**src/rtl/pcsa_mul_pkg.sv**
```systemverilog
package pcsa_mul_pkg;

  localparam int unsigned MAX_W = 64;
  localparam int unsigned ACC_W = 2 * MAX_W;

  // Full-adder sum across a whole vector of bit positions.
  function automatic logic [MAX_W-1:0] csa_sum(input logic [MAX_W-1:0] x,
                                               input logic [MAX_W-1:0] y,
                                               input logic [MAX_W-1:0] z);
    return x ^ y ^ z;
  endfunction

  // Full-adder carry (majority) across a vector; weight is one bit higher.
  function automatic logic [MAX_W-1:0] csa_maj(input logic [MAX_W-1:0] x,
                                               input logic [MAX_W-1:0] y,
                                               input logic [MAX_W-1:0] z);
    return (x & y) | (x & z) | (y & z);
  endfunction

  // Numeric value represented by a pipeline slot: finished low bits, plus the
  // pending sum/carry pair and the rows still to be added, both scaled.
  function automatic logic [ACC_W-1:0] rem_value(input logic [MAX_W-1:0] lo,
                                                 input logic [MAX_W-1:0] s,
                                                 input logic [MAX_W-1:0] c,
                                                 input logic [MAX_W-1:0] a,
                                                 input logic [MAX_W-1:0] b,
                                                 input int unsigned      sh);
    logic [ACC_W-1:0] pend;
    pend = ACC_W'(s) + ACC_W'(c) + ACC_W'(a) * ACC_W'(b);
    return ACC_W'(lo) + (pend << sh);
  endfunction

endpackage

```
**src/rtl/pcsa_row_stage.sv**
```systemverilog
module pcsa_row_stage #(
  parameter int unsigned WIDTH = 32,
  parameter int unsigned ROWS  = 4,
  parameter int unsigned BASE  = 0
) (
  input  logic             clk,
  input  logic             rst_n,
  input  logic             vld_i,
  input  logic [WIDTH-1:0] a_i,
  input  logic [WIDTH-1:0] b_i,
  input  logic [WIDTH-1:0] s_i,
  input  logic [WIDTH-1:0] c_i,
  input  logic [WIDTH-1:0] lo_i,
  output logic             vld_q,
  output logic [WIDTH-1:0] a_q,
  output logic [WIDTH-1:0] b_q,
  output logic [WIDTH-1:0] s_q,
  output logic [WIDTH-1:0] c_q,
  output logic [WIDTH-1:0] lo_q
);
  import pcsa_mul_pkg::*;

  // b_i bit r is multiplier bit BASE+r; lower bits were consumed upstream.
  logic [WIDTH-1:0] s_chain [ROWS+1];
  logic [WIDTH-1:0] c_chain [ROWS+1];
  logic [ROWS-1:0]  row_lo;
  logic [WIDTH-1:0] lo_nxt;
  logic [WIDTH-1:0] b_nxt;

  assign s_chain[0] = s_i;
  assign c_chain[0] = c_i;

  for (genvar r = 0; r < ROWS; r++) begin : g_row
    logic [WIDTH-1:0] pp;
    logic [WIDTH-1:0] rsum;
    logic [WIDTH-1:0] rcar;
    assign pp   = a_i & {WIDTH{b_i[r]}};
    assign rsum = WIDTH'(csa_sum(MAX_W'(s_chain[r]), MAX_W'(c_chain[r]), MAX_W'(pp)));
    assign rcar = WIDTH'(csa_maj(MAX_W'(s_chain[r]), MAX_W'(c_chain[r]), MAX_W'(pp)));
    // Bit 0 of the sum is final; the rest moves down one weight.
    assign s_chain[r+1] = {1'b0, rsum[WIDTH-1:1]};
    assign c_chain[r+1] = rcar;
    assign row_lo[r]    = rsum[0];
  end

  always_comb begin
    lo_nxt               = lo_i;
    lo_nxt[BASE +: ROWS] = row_lo;
  end

  assign b_nxt = b_i >> ROWS;

  always_ff @(posedge clk or negedge rst_n) begin
    if (!rst_n) vld_q <= 1'b0;
    else        vld_q <= vld_i;
  end

  always_ff @(posedge clk) begin
    a_q  <= a_i;
    b_q  <= b_nxt;
    s_q  <= s_chain[ROWS];
    c_q  <= c_chain[ROWS];
    lo_q <= lo_nxt;
  end

  // valid flag advances by one stage per clock
  a_r2_stage_valid: assert property (@(posedge clk) disable iff (!rst_n)
    $past(rst_n) |-> (vld_q == $past(vld_i)));

  // four rows folded in without changing the represented value
  a_r7_stage_value: assert property (@(posedge clk) disable iff (!rst_n)
    vld_q |-> (rem_value(MAX_W'(lo_q), MAX_W'(s_q), MAX_W'(c_q), MAX_W'(a_q),
                         MAX_W'(b_q), BASE + ROWS)
               == $past(rem_value(MAX_W'(lo_i), MAX_W'(s_i), MAX_W'(c_i), MAX_W'(a_i),
                                  MAX_W'(b_i), BASE))));

endmodule

```
**src/rtl/pcsa_merge.sv**
```systemverilog
module pcsa_merge #(
  parameter int unsigned WIDTH = 32
) (
  input  logic               clk,
  input  logic               rst_n,
  input  logic               vld_i,
  input  logic [WIDTH-1:0]   a_i,
  input  logic [WIDTH-1:0]   b_i,
  input  logic [WIDTH-1:0]   s_i,
  input  logic [WIDTH-1:0]   c_i,
  input  logic [WIDTH-1:0]   lo_i,
  output logic               vld_q,
  output logic [2*WIDTH-1:0] prod_q
);
  import pcsa_mul_pkg::*;

  logic [WIDTH:0] hi_full;
  logic           carry_out;

  assign hi_full   = {1'b0, s_i} + {1'b0, c_i};
  assign carry_out = hi_full[WIDTH];

  always_ff @(posedge clk or negedge rst_n) begin
    if (!rst_n) vld_q <= 1'b0;
    else        vld_q <= vld_i;
  end

  always_ff @(posedge clk) begin
    prod_q <= {hi_full[WIDTH-1:0], lo_i};
  end

  // the merged high half never carries past the top bit
  a_r6_no_overflow: assert property (@(posedge clk) disable iff (!rst_n)
    vld_i |-> !carry_out);

  // all multiplier rows consumed before the merge
  a_r7_rows_consumed: assert property (@(posedge clk) disable iff (!rst_n)
    vld_i |-> (b_i == '0));

  // the registered product equals the value held by the last array slot
  a_r1_merge_value: assert property (@(posedge clk) disable iff (!rst_n)
    vld_q |-> (ACC_W'(prod_q)
               == $past(rem_value(MAX_W'(lo_i), MAX_W'(s_i), MAX_W'(c_i),
                                  MAX_W'(a_i), MAX_W'(b_i), WIDTH))));

  // valid flag advances into the output register
  a_r2_merge_valid: assert property (@(posedge clk) disable iff (!rst_n)
    $past(rst_n) |-> (vld_q == $past(vld_i)));

endmodule

```
**src/rtl/pcsa_mul.sv**
```systemverilog
module pcsa_mul #(
  parameter int unsigned WIDTH = 32,
  parameter int unsigned ROWS  = 4
) (
  input  logic               clk,
  input  logic               rst_n,
  input  logic               in_valid,
  input  logic [WIDTH-1:0]   in_a,
  input  logic [WIDTH-1:0]   in_b,
  output logic               out_valid,
  output logic [2*WIDTH-1:0] out_product
);
  localparam int unsigned NSTG = WIDTH / ROWS;

  logic             vld_c [NSTG+1];
  logic [WIDTH-1:0] a_c   [NSTG+1];
  logic [WIDTH-1:0] b_c   [NSTG+1];
  logic [WIDTH-1:0] s_c   [NSTG+1];
  logic [WIDTH-1:0] c_c   [NSTG+1];
  logic [WIDTH-1:0] lo_c  [NSTG+1];

  assign vld_c[0] = in_valid;
  assign a_c[0]   = in_a;
  assign b_c[0]   = in_b;
  assign s_c[0]   = '0;
  assign c_c[0]   = '0;
  assign lo_c[0]  = '0;

  for (genvar g = 0; g < NSTG; g++) begin : g_stg
    pcsa_row_stage #(
      .WIDTH (WIDTH),
      .ROWS  (ROWS),
      .BASE  (g * ROWS)
    ) u_stage (
      .clk   (clk),
      .rst_n (rst_n),
      .vld_i (vld_c[g]),
      .a_i   (a_c[g]),
      .b_i   (b_c[g]),
      .s_i   (s_c[g]),
      .c_i   (c_c[g]),
      .lo_i  (lo_c[g]),
      .vld_q (vld_c[g+1]),
      .a_q   (a_c[g+1]),
      .b_q   (b_c[g+1]),
      .s_q   (s_c[g+1]),
      .c_q   (c_c[g+1]),
      .lo_q  (lo_c[g+1])
    );
  end

  pcsa_merge #(
    .WIDTH (WIDTH)
  ) u_merge (
    .clk    (clk),
    .rst_n  (rst_n),
    .vld_i  (vld_c[NSTG]),
    .a_i    (a_c[NSTG]),
    .b_i    (b_c[NSTG]),
    .s_i    (s_c[NSTG]),
    .c_i    (c_c[NSTG]),
    .lo_i   (lo_c[NSTG]),
    .vld_q  (out_valid),
    .prod_q (out_product)
  );

  // no valid output while reset is held
  a_r4_reset_clears: assert property (@(posedge clk)
    !rst_n |-> !out_valid);

endmodule

```
**config.mk**
```make
export PLATFORM = sky130hd
export DESIGN_NAME = pcsa_mul
export DESIGN_NICKNAME = d
export VERILOG_FILES = /design/src/rtl/pcsa_mul_pkg.sv /design/src/rtl/pcsa_row_stage.sv /design/src/rtl/pcsa_merge.sv /design/src/rtl/pcsa_mul.sv
export SDC_FILE = /design/constraint.sdc
export NUM_CORES = 2
export LEC_CHECK = 0
export BUFFER_PORTS_ARGS = -buffer_cell sky130_fd_sc_hd__buf_2
export CAP_MARGIN = 0
export CORE_MARGIN = 10
export CORE_UTILIZATION = 32
export DETAILED_ROUTE_END_ITERATION = 10
export MAX_ROUTING_LAYER = met4
export PLACE_DENSITY_LB_ADDON = 0.12
export SLEW_MARGIN = 20
export SYNTH_ARGS = -nofsm -noshare
export SYNTH_HDL_FRONTEND = slang
export SYNTH_SLANG_ARGS = --single-unit
```
**constraint.sdc**
```tcl
create_clock -name clk -period 2.7 [get_ports clk]
set_input_delay 0.405 -clock clk [delete_from_list [all_inputs] [get_ports clk]]
set_output_delay 0.405 -clock clk [all_outputs]
set_load 0.05 [all_outputs]
```
-- Word level (Yosys, flattened, before mapping)
Cells that the tools add are included.
- flip-flop bits (word level): 1057
- bits in latches: 0
- memory bits (writable): 0
- ROM bits: 0
- input port bits: 67
- output and inout port bits: 65
- logic and storage cells: 293
- memories: 0
- add/sub/neg operators: 1
- multipliers: 0
- divide/modulo/power cells: 0
- magnitude comparators: 0
- equality and inequality tests: 0
- shift-type cells: 0
- muxes and demuxes: 0
- bitwise logic cells: 244
- reduce and logical (&&, ||, !) cells: 0
- operators with widths (operator ; count):
    $and A32 B32 Y32 ; 62
    $and A31 B32 Y32 ; 61
    $or A32 B32 Y32 ; 60
    $xor A31 B32 Y32 ; 31
    $xor A32 B32 Y32 ; 30
    $add A31 B32 Y32 ; 1

-- Depth between registers and ports, before layout
- word-level depth: 13
- gate-level depth with buffers: 10
- gate-level depth less buffers: 10

-- Cells and area by module
From an unflattened synthesis, not the netlist that was laid out.
- cells, all modules: 4751
- area, all modules: 58952.8 µm²
- modules (own cells, without submodules) (module ; instances ; cells each ; area an instance (µm²) ; sequential area each (µm²)):
    pcsa_row_stage (g_stg[0].u_stage ...) ; 5 ; 558 ; 7006.7 ; 3128.0
    pcsa_row_stage (g_stg[5].u_stage ...) ; 2 ; 558 ; 7015.5 ; 3128.0
    pcsa_row_stage (g_stg[7].u_stage) ; 1 ; 558 ; 6976.7 ; 3128.0
    pcsa_merge ; 1 ; 286 ; 2907.8 ; 1306.3
    pcsa_mul ; 1 ; 1 ; 3.8 ; 0.0

-- Worst setup path after synthesis
OpenSTA, ideal clock, no wires.
- path type: register -> register
- from: register g_stg[0].u_stage.b_q[0]
- to: register g_stg[1].u_stage.s_q[26]
- library setup time: 131 ps
- arrival: 2514 ps
- data required time: 2569 ps
- setup slack: 55 ps
- cell stages (with the launch flop): 9
- buffers on the path: 1
- period minus slack after synthesis: 2645 ps
- cells stage by stage: dfxtp_1 > clkbuf_1 > and2_1 > fa_1 > inv_1 > fa_1 > fa_1 > inv_1 > fa_1
- longest elaborated chain between the ends: 12
- elaborated cells between the ends (all ways): 22
- classes of those cells: bitwise: 22
- ends and longest elaborated chain (element ; RTL line ; text):
    start: declaration ; pcsa_row_stage.sv:16 ; output logic [WIDTH-1:0] b_q,
    start signal: assignment ; pcsa_row_stage.sv:60 ; b_q <= b_nxt;
    $and A32 B32 Y32 (*) ; pcsa_row_stage.sv:37 ; assign pp = a_i & {WIDTH{b_i[r]}};
    $and A31 B32 Y32 ; pcsa_mul_pkg.sv:17 ; return (x & y) | (x & z) | (y & z);
    $or A32 B32 Y32 (2 in a row) ; pcsa_mul_pkg.sv:17 ;
    $and A31 B32 Y32 ; pcsa_mul_pkg.sv:17 ;
    $or A32 B32 Y32 (2 in a row) ; pcsa_mul_pkg.sv:17 ;
    $and A31 B32 Y32 ; pcsa_mul_pkg.sv:17 ;
    $or A32 B32 Y32 (2 in a row) ; pcsa_mul_pkg.sv:17 ;
    $xor A31 B32 Y32 (*) ; pcsa_mul_pkg.sv:10 ; return x ^ y ^ z;
    $xor A32 B32 Y32 (*) ; pcsa_mul_pkg.sv:10 ;
    via g_stg[1].u_stage.g_row[3].rsum[27] ; pcsa_row_stage.sv:35 ; logic [WIDTH-1:0] rsum;
    end signal: assignment ; pcsa_row_stage.sv:61 ; s_q <= s_chain[ROWS];
    end: declaration ; pcsa_row_stage.sv:17 ; output logic [WIDTH-1:0] s_q,
The timed path passes the listed nets; every way through them passes the cells marked *.

-- Final worst setup path
- from: register g_stg[2].u_stage.b_q[0]
- to: register g_stg[3].u_stage.lo_q[15]
- longest elaborated chain between the ends: 12
- elaborated cells between the ends (all ways): 22
- classes of those cells: bitwise: 22
- ends and longest elaborated chain (element ; RTL line ; text):
    start: declaration ; pcsa_row_stage.sv:16 ;
    start signal: assignment ; pcsa_row_stage.sv:60 ;
    $and A32 B32 Y32 (*) ; pcsa_row_stage.sv:37 ;
    $and A31 B32 Y32 ; pcsa_mul_pkg.sv:17 ;
    $or A32 B32 Y32 (2 in a row) ; pcsa_mul_pkg.sv:17 ;
    $and A31 B32 Y32 ; pcsa_mul_pkg.sv:17 ;
    $or A32 B32 Y32 (2 in a row) ; pcsa_mul_pkg.sv:17 ;
    $and A31 B32 Y32 ; pcsa_mul_pkg.sv:17 ;
    $or A32 B32 Y32 (2 in a row) ; pcsa_mul_pkg.sv:17 ;
    $xor A31 B32 Y32 (*) ; pcsa_mul_pkg.sv:10 ;
    $xor A32 B32 Y32 (*) ; pcsa_mul_pkg.sv:10 ;
    via g_stg[3].u_stage.g_row[3].rsum[0] ; pcsa_row_stage.sv:35 ;
    end signal: assignment ; pcsa_row_stage.sv:63 ; lo_q <= lo_nxt;
    end: declaration ; pcsa_row_stage.sv:19 ; output logic [WIDTH-1:0] lo_q
Marked as above.

==> impl_metrics.json <==
{
  "status": "finished, violations left",
  "failed_checks": "negative setup slack",
  "synthArstFlopShare_pct": 0.858,
  "netlist_top_cells_count": "dfxtp_1 (1040), inv_1 (998), fa_1 (931)",
  "netlist_area_sq_um": 51000,
  "startpoint_type": "register",
  "area_delta_synth_final_pct": 18.3,
  "required_ps": 3350,
  "crit_arrival_ps": 3440,
  "diodes": 0,
  "grt_pass1_wl_microns": 149000,
  "rsz0062_at_grt": "yes",
  "powerDensity_nw_per_um2": 1210,
  "grt_pass1_vias": 30000,
  "die_h_microns": 419,
  "via_per_inst": 3.84,
  "end_kind": "register",
  "clk_latency_ps": 730,
  "crit_fanout": 32,
  "core_area_sq_um": 158000,
  "antenna_found_initial": 0,
  "ys_ff_latch": 1049,
  "dp_cells": 6636,
  "vias": 26600,
  "fin_nets": 5807,
  "synth_area_leaders": "dfxtp_1 (41%), fa_1 (37%), inv_1 (7.3%), and2_1 (6.7%), nand2_1 (3.7%)",
  "relSlewSlack_pct": 51.2,
  "yosysSeqAreaShare_pct": 41.3,
  "cts.sinks": 1049,
  "cts_buffer_depth": 3,
  "fin_crit_ps": 2800,
  "cts_tree": "yes",
  "avgSynthCellArea_sq_um": 11.7,
  "worst_pin_slew_ps": 732,
  "synth.most_common_cell": "dfxtp_1",
  "drive_gt1_share_pct": 12.8,
  "cap_violations": 0,
  "final_hold_viol_count": 0,
  "synth.distinct_cells": 50,
  "ys_warn_count": 0,
  "synth_edf_count": 0,
  "yosysTopAreaCell": "dfxtp_1",
  "h-tree-depth": 3,
  "place_hpwl_microns": 68700,
  "syn-num-nets": 5416,
  "wl_per_cell_microns": 12.2,
  "grt_max_degree": 33,
  "rows": 146,
  "dp_slack_ps": -112,
  "dieArea_sq_um": 176000,
  "hp-class": "in -> reg",
  "ios": 132,
  "fmax_ghz": 0.358,
  "drt_pass1_iterations": 4,
  "finalWeightedCongestion": 0.751,
  "path_class": "reg -> reg",
  "p_leak_nw": 28.2,
  "cts-root-buf": "clkbuf_16",
  "ir_drop_mv": 0.549,
  "stdcell_count": 6920,
  "drc": 0,
  "synth_top_cell_area_share_pct": 40.8,
  "post-route-period-util_pct": 104,
  "overflow": 0,
  "final-setup-viol-count": 168,
  "grt_util_all_layers_pct": 10.3,
  "fp.dieW_microns": 419,
  "netlist_instances": 4356,
  "drt_iter0_drc": 651,
  "finalPower_mw": 73.1,
  "setup_slack_ps": -96.4,
  "ys.flop_type": "dfxtp_1",
  "cts_inserted_buffers": 117,
  "drtAntennaViolNets": 0,
  "clk_pin_slew_ps": 60,
  "start_util_pct": 32.2,
  "io_buffer_count": 131,
  "whs_ps": 287,
  "skew_ps": 25.3,
  "fin_tns_setup_ps": -4670,
  "wirelength_microns": 84500,
  "slew_viol_final": 0
}
state kept, by name (all words and copies together) (netlist names):
name                 cells
g_stg.u_stage.c_q      248
g_stg.u_stage.s_q      248
g_stg.u_stage.lo_q     144
u_merge.prod_q          64
g_stg.u_stage.a_q      224
g_stg.u_stage.vld_q      8
g_stg.u_stage.b_q      112
u_merge.vld_q            1
report_power, final:
part	switching, mW	leakage, nW	internal [mW]
Clock	6.54	2.02	9.92
Combinational	19.2	17.3	14.0
Sequential	2.10	8.85	21.3
critical path, stage by stage, from the launching register on:
cell,delay [ps]
dfxtp_2,330
buf_12,150
and2_1,180
fa_1,470
inv_1,50
fa_1,460
fa_1,500
inv_1,50
fa_2,500
cells in the final DEF (no fill, tap or decap), types with 6 or more instances in the layout:
cell type / count
xnor2_1: 18
dfxtp_2: 7
clkinv_2: 25
clkbuf_16: 119
a21o_1: 9
o21ai_0: 11
clkinv_4: 9
bufinv_16: 12
and2_4: 57
nand2_1: 500
nor2_1: 19
dlygate4sd3_1: 63
nor3_1: 6
inv_2: 11
ha_1: 62
dfrtp_1: 9
clkbuf_1: 11
fa_1: 912
inv_1: 987
fa_2: 19
nand3_1: 6
buf_4: 164
o21bai_1: 8
buf_2: 131
and2_1: 493
clkbuf_8: 24
clkinvlp_4: 11
buf_12: 14
dfxtp_1: 1033
xor2_1: 7
a21oi_1: 32
worst paths after layout:
kind | startpoint | end | slack (ps) | cells past startpoint
setup / recovery | g_stg[2].u_stage.b_q[0] | g_stg[3].u_stage.lo_q[15] | -100 | 8
hold / removal | in_b[0] | g_stg[0].u_stage.lo_q[0] | 290 | 2
max in group asynchronous | rst_n | g_stg[7].u_stage.vld_q | 1770 | 3
min in group asynchronous | rst_n | g_stg[1].u_stage.vld_q | 660 | 3
hold reg to reg | g_stg[2].u_stage.b_q[15] | g_stg[3].u_stage.b_q[11] | 310 | 0
setup reg to reg | g_stg[2].u_stage.b_q[0] | g_stg[3].u_stage.lo_q[15] | -100 | 8
layer usage:
metal  GRT usage, %  up-vias  share of wire (%)
met5              -        -                  0
met4           3.24        0                3.1
met3           1.98      176                3.1
met2           16.7      236                 47
met1           13.1    13100                 47
li1               -    13100                  -
repair_timing:
action / in CTS / in global routing
hold buffers: 63 / 0
setup endpoints to repair: 247 / 395
pin swaps: 1 / 4
setup buffers: 0 / 1
gates resized for setup: 50 / 47
endpoints found under the hold margin: 72 / 0
logic make-up after synthesis:
family                     after synthesis  share of synthesized area, %
AOI/OAI and AO/OA                       92                          1.23
adders and majority gates              993                          38.1
buffers and inverters                 1098                          8.09
xor gates and xnor gates                25                         0.429
DFF                                   1049                          41.3
and+or+nand+nor                       1099                          10.9
metrics by stage:
step	utilization [%]	area [sq um]
after detailed placement	35.0	55400
after global placement	35.0	55400
after floorplan	-	51000
after global routing	38.1	60400
final	38.1	60400
after CTS	38.0	60200
layout make-up:
cell class / count / area, sq um
clock buffers: 154 / 3350
fillers: 15600 / 98000
clock inverters: 66 / 769
repair buffers: 372 / 2800
inverters: 998 / 3750
multi-input cells: 2209 / 26100
well taps: 2072 / 2590
flip-flops and latches: 1049 / 21100
Note: power is estimated with default switching activity, not from simulation.
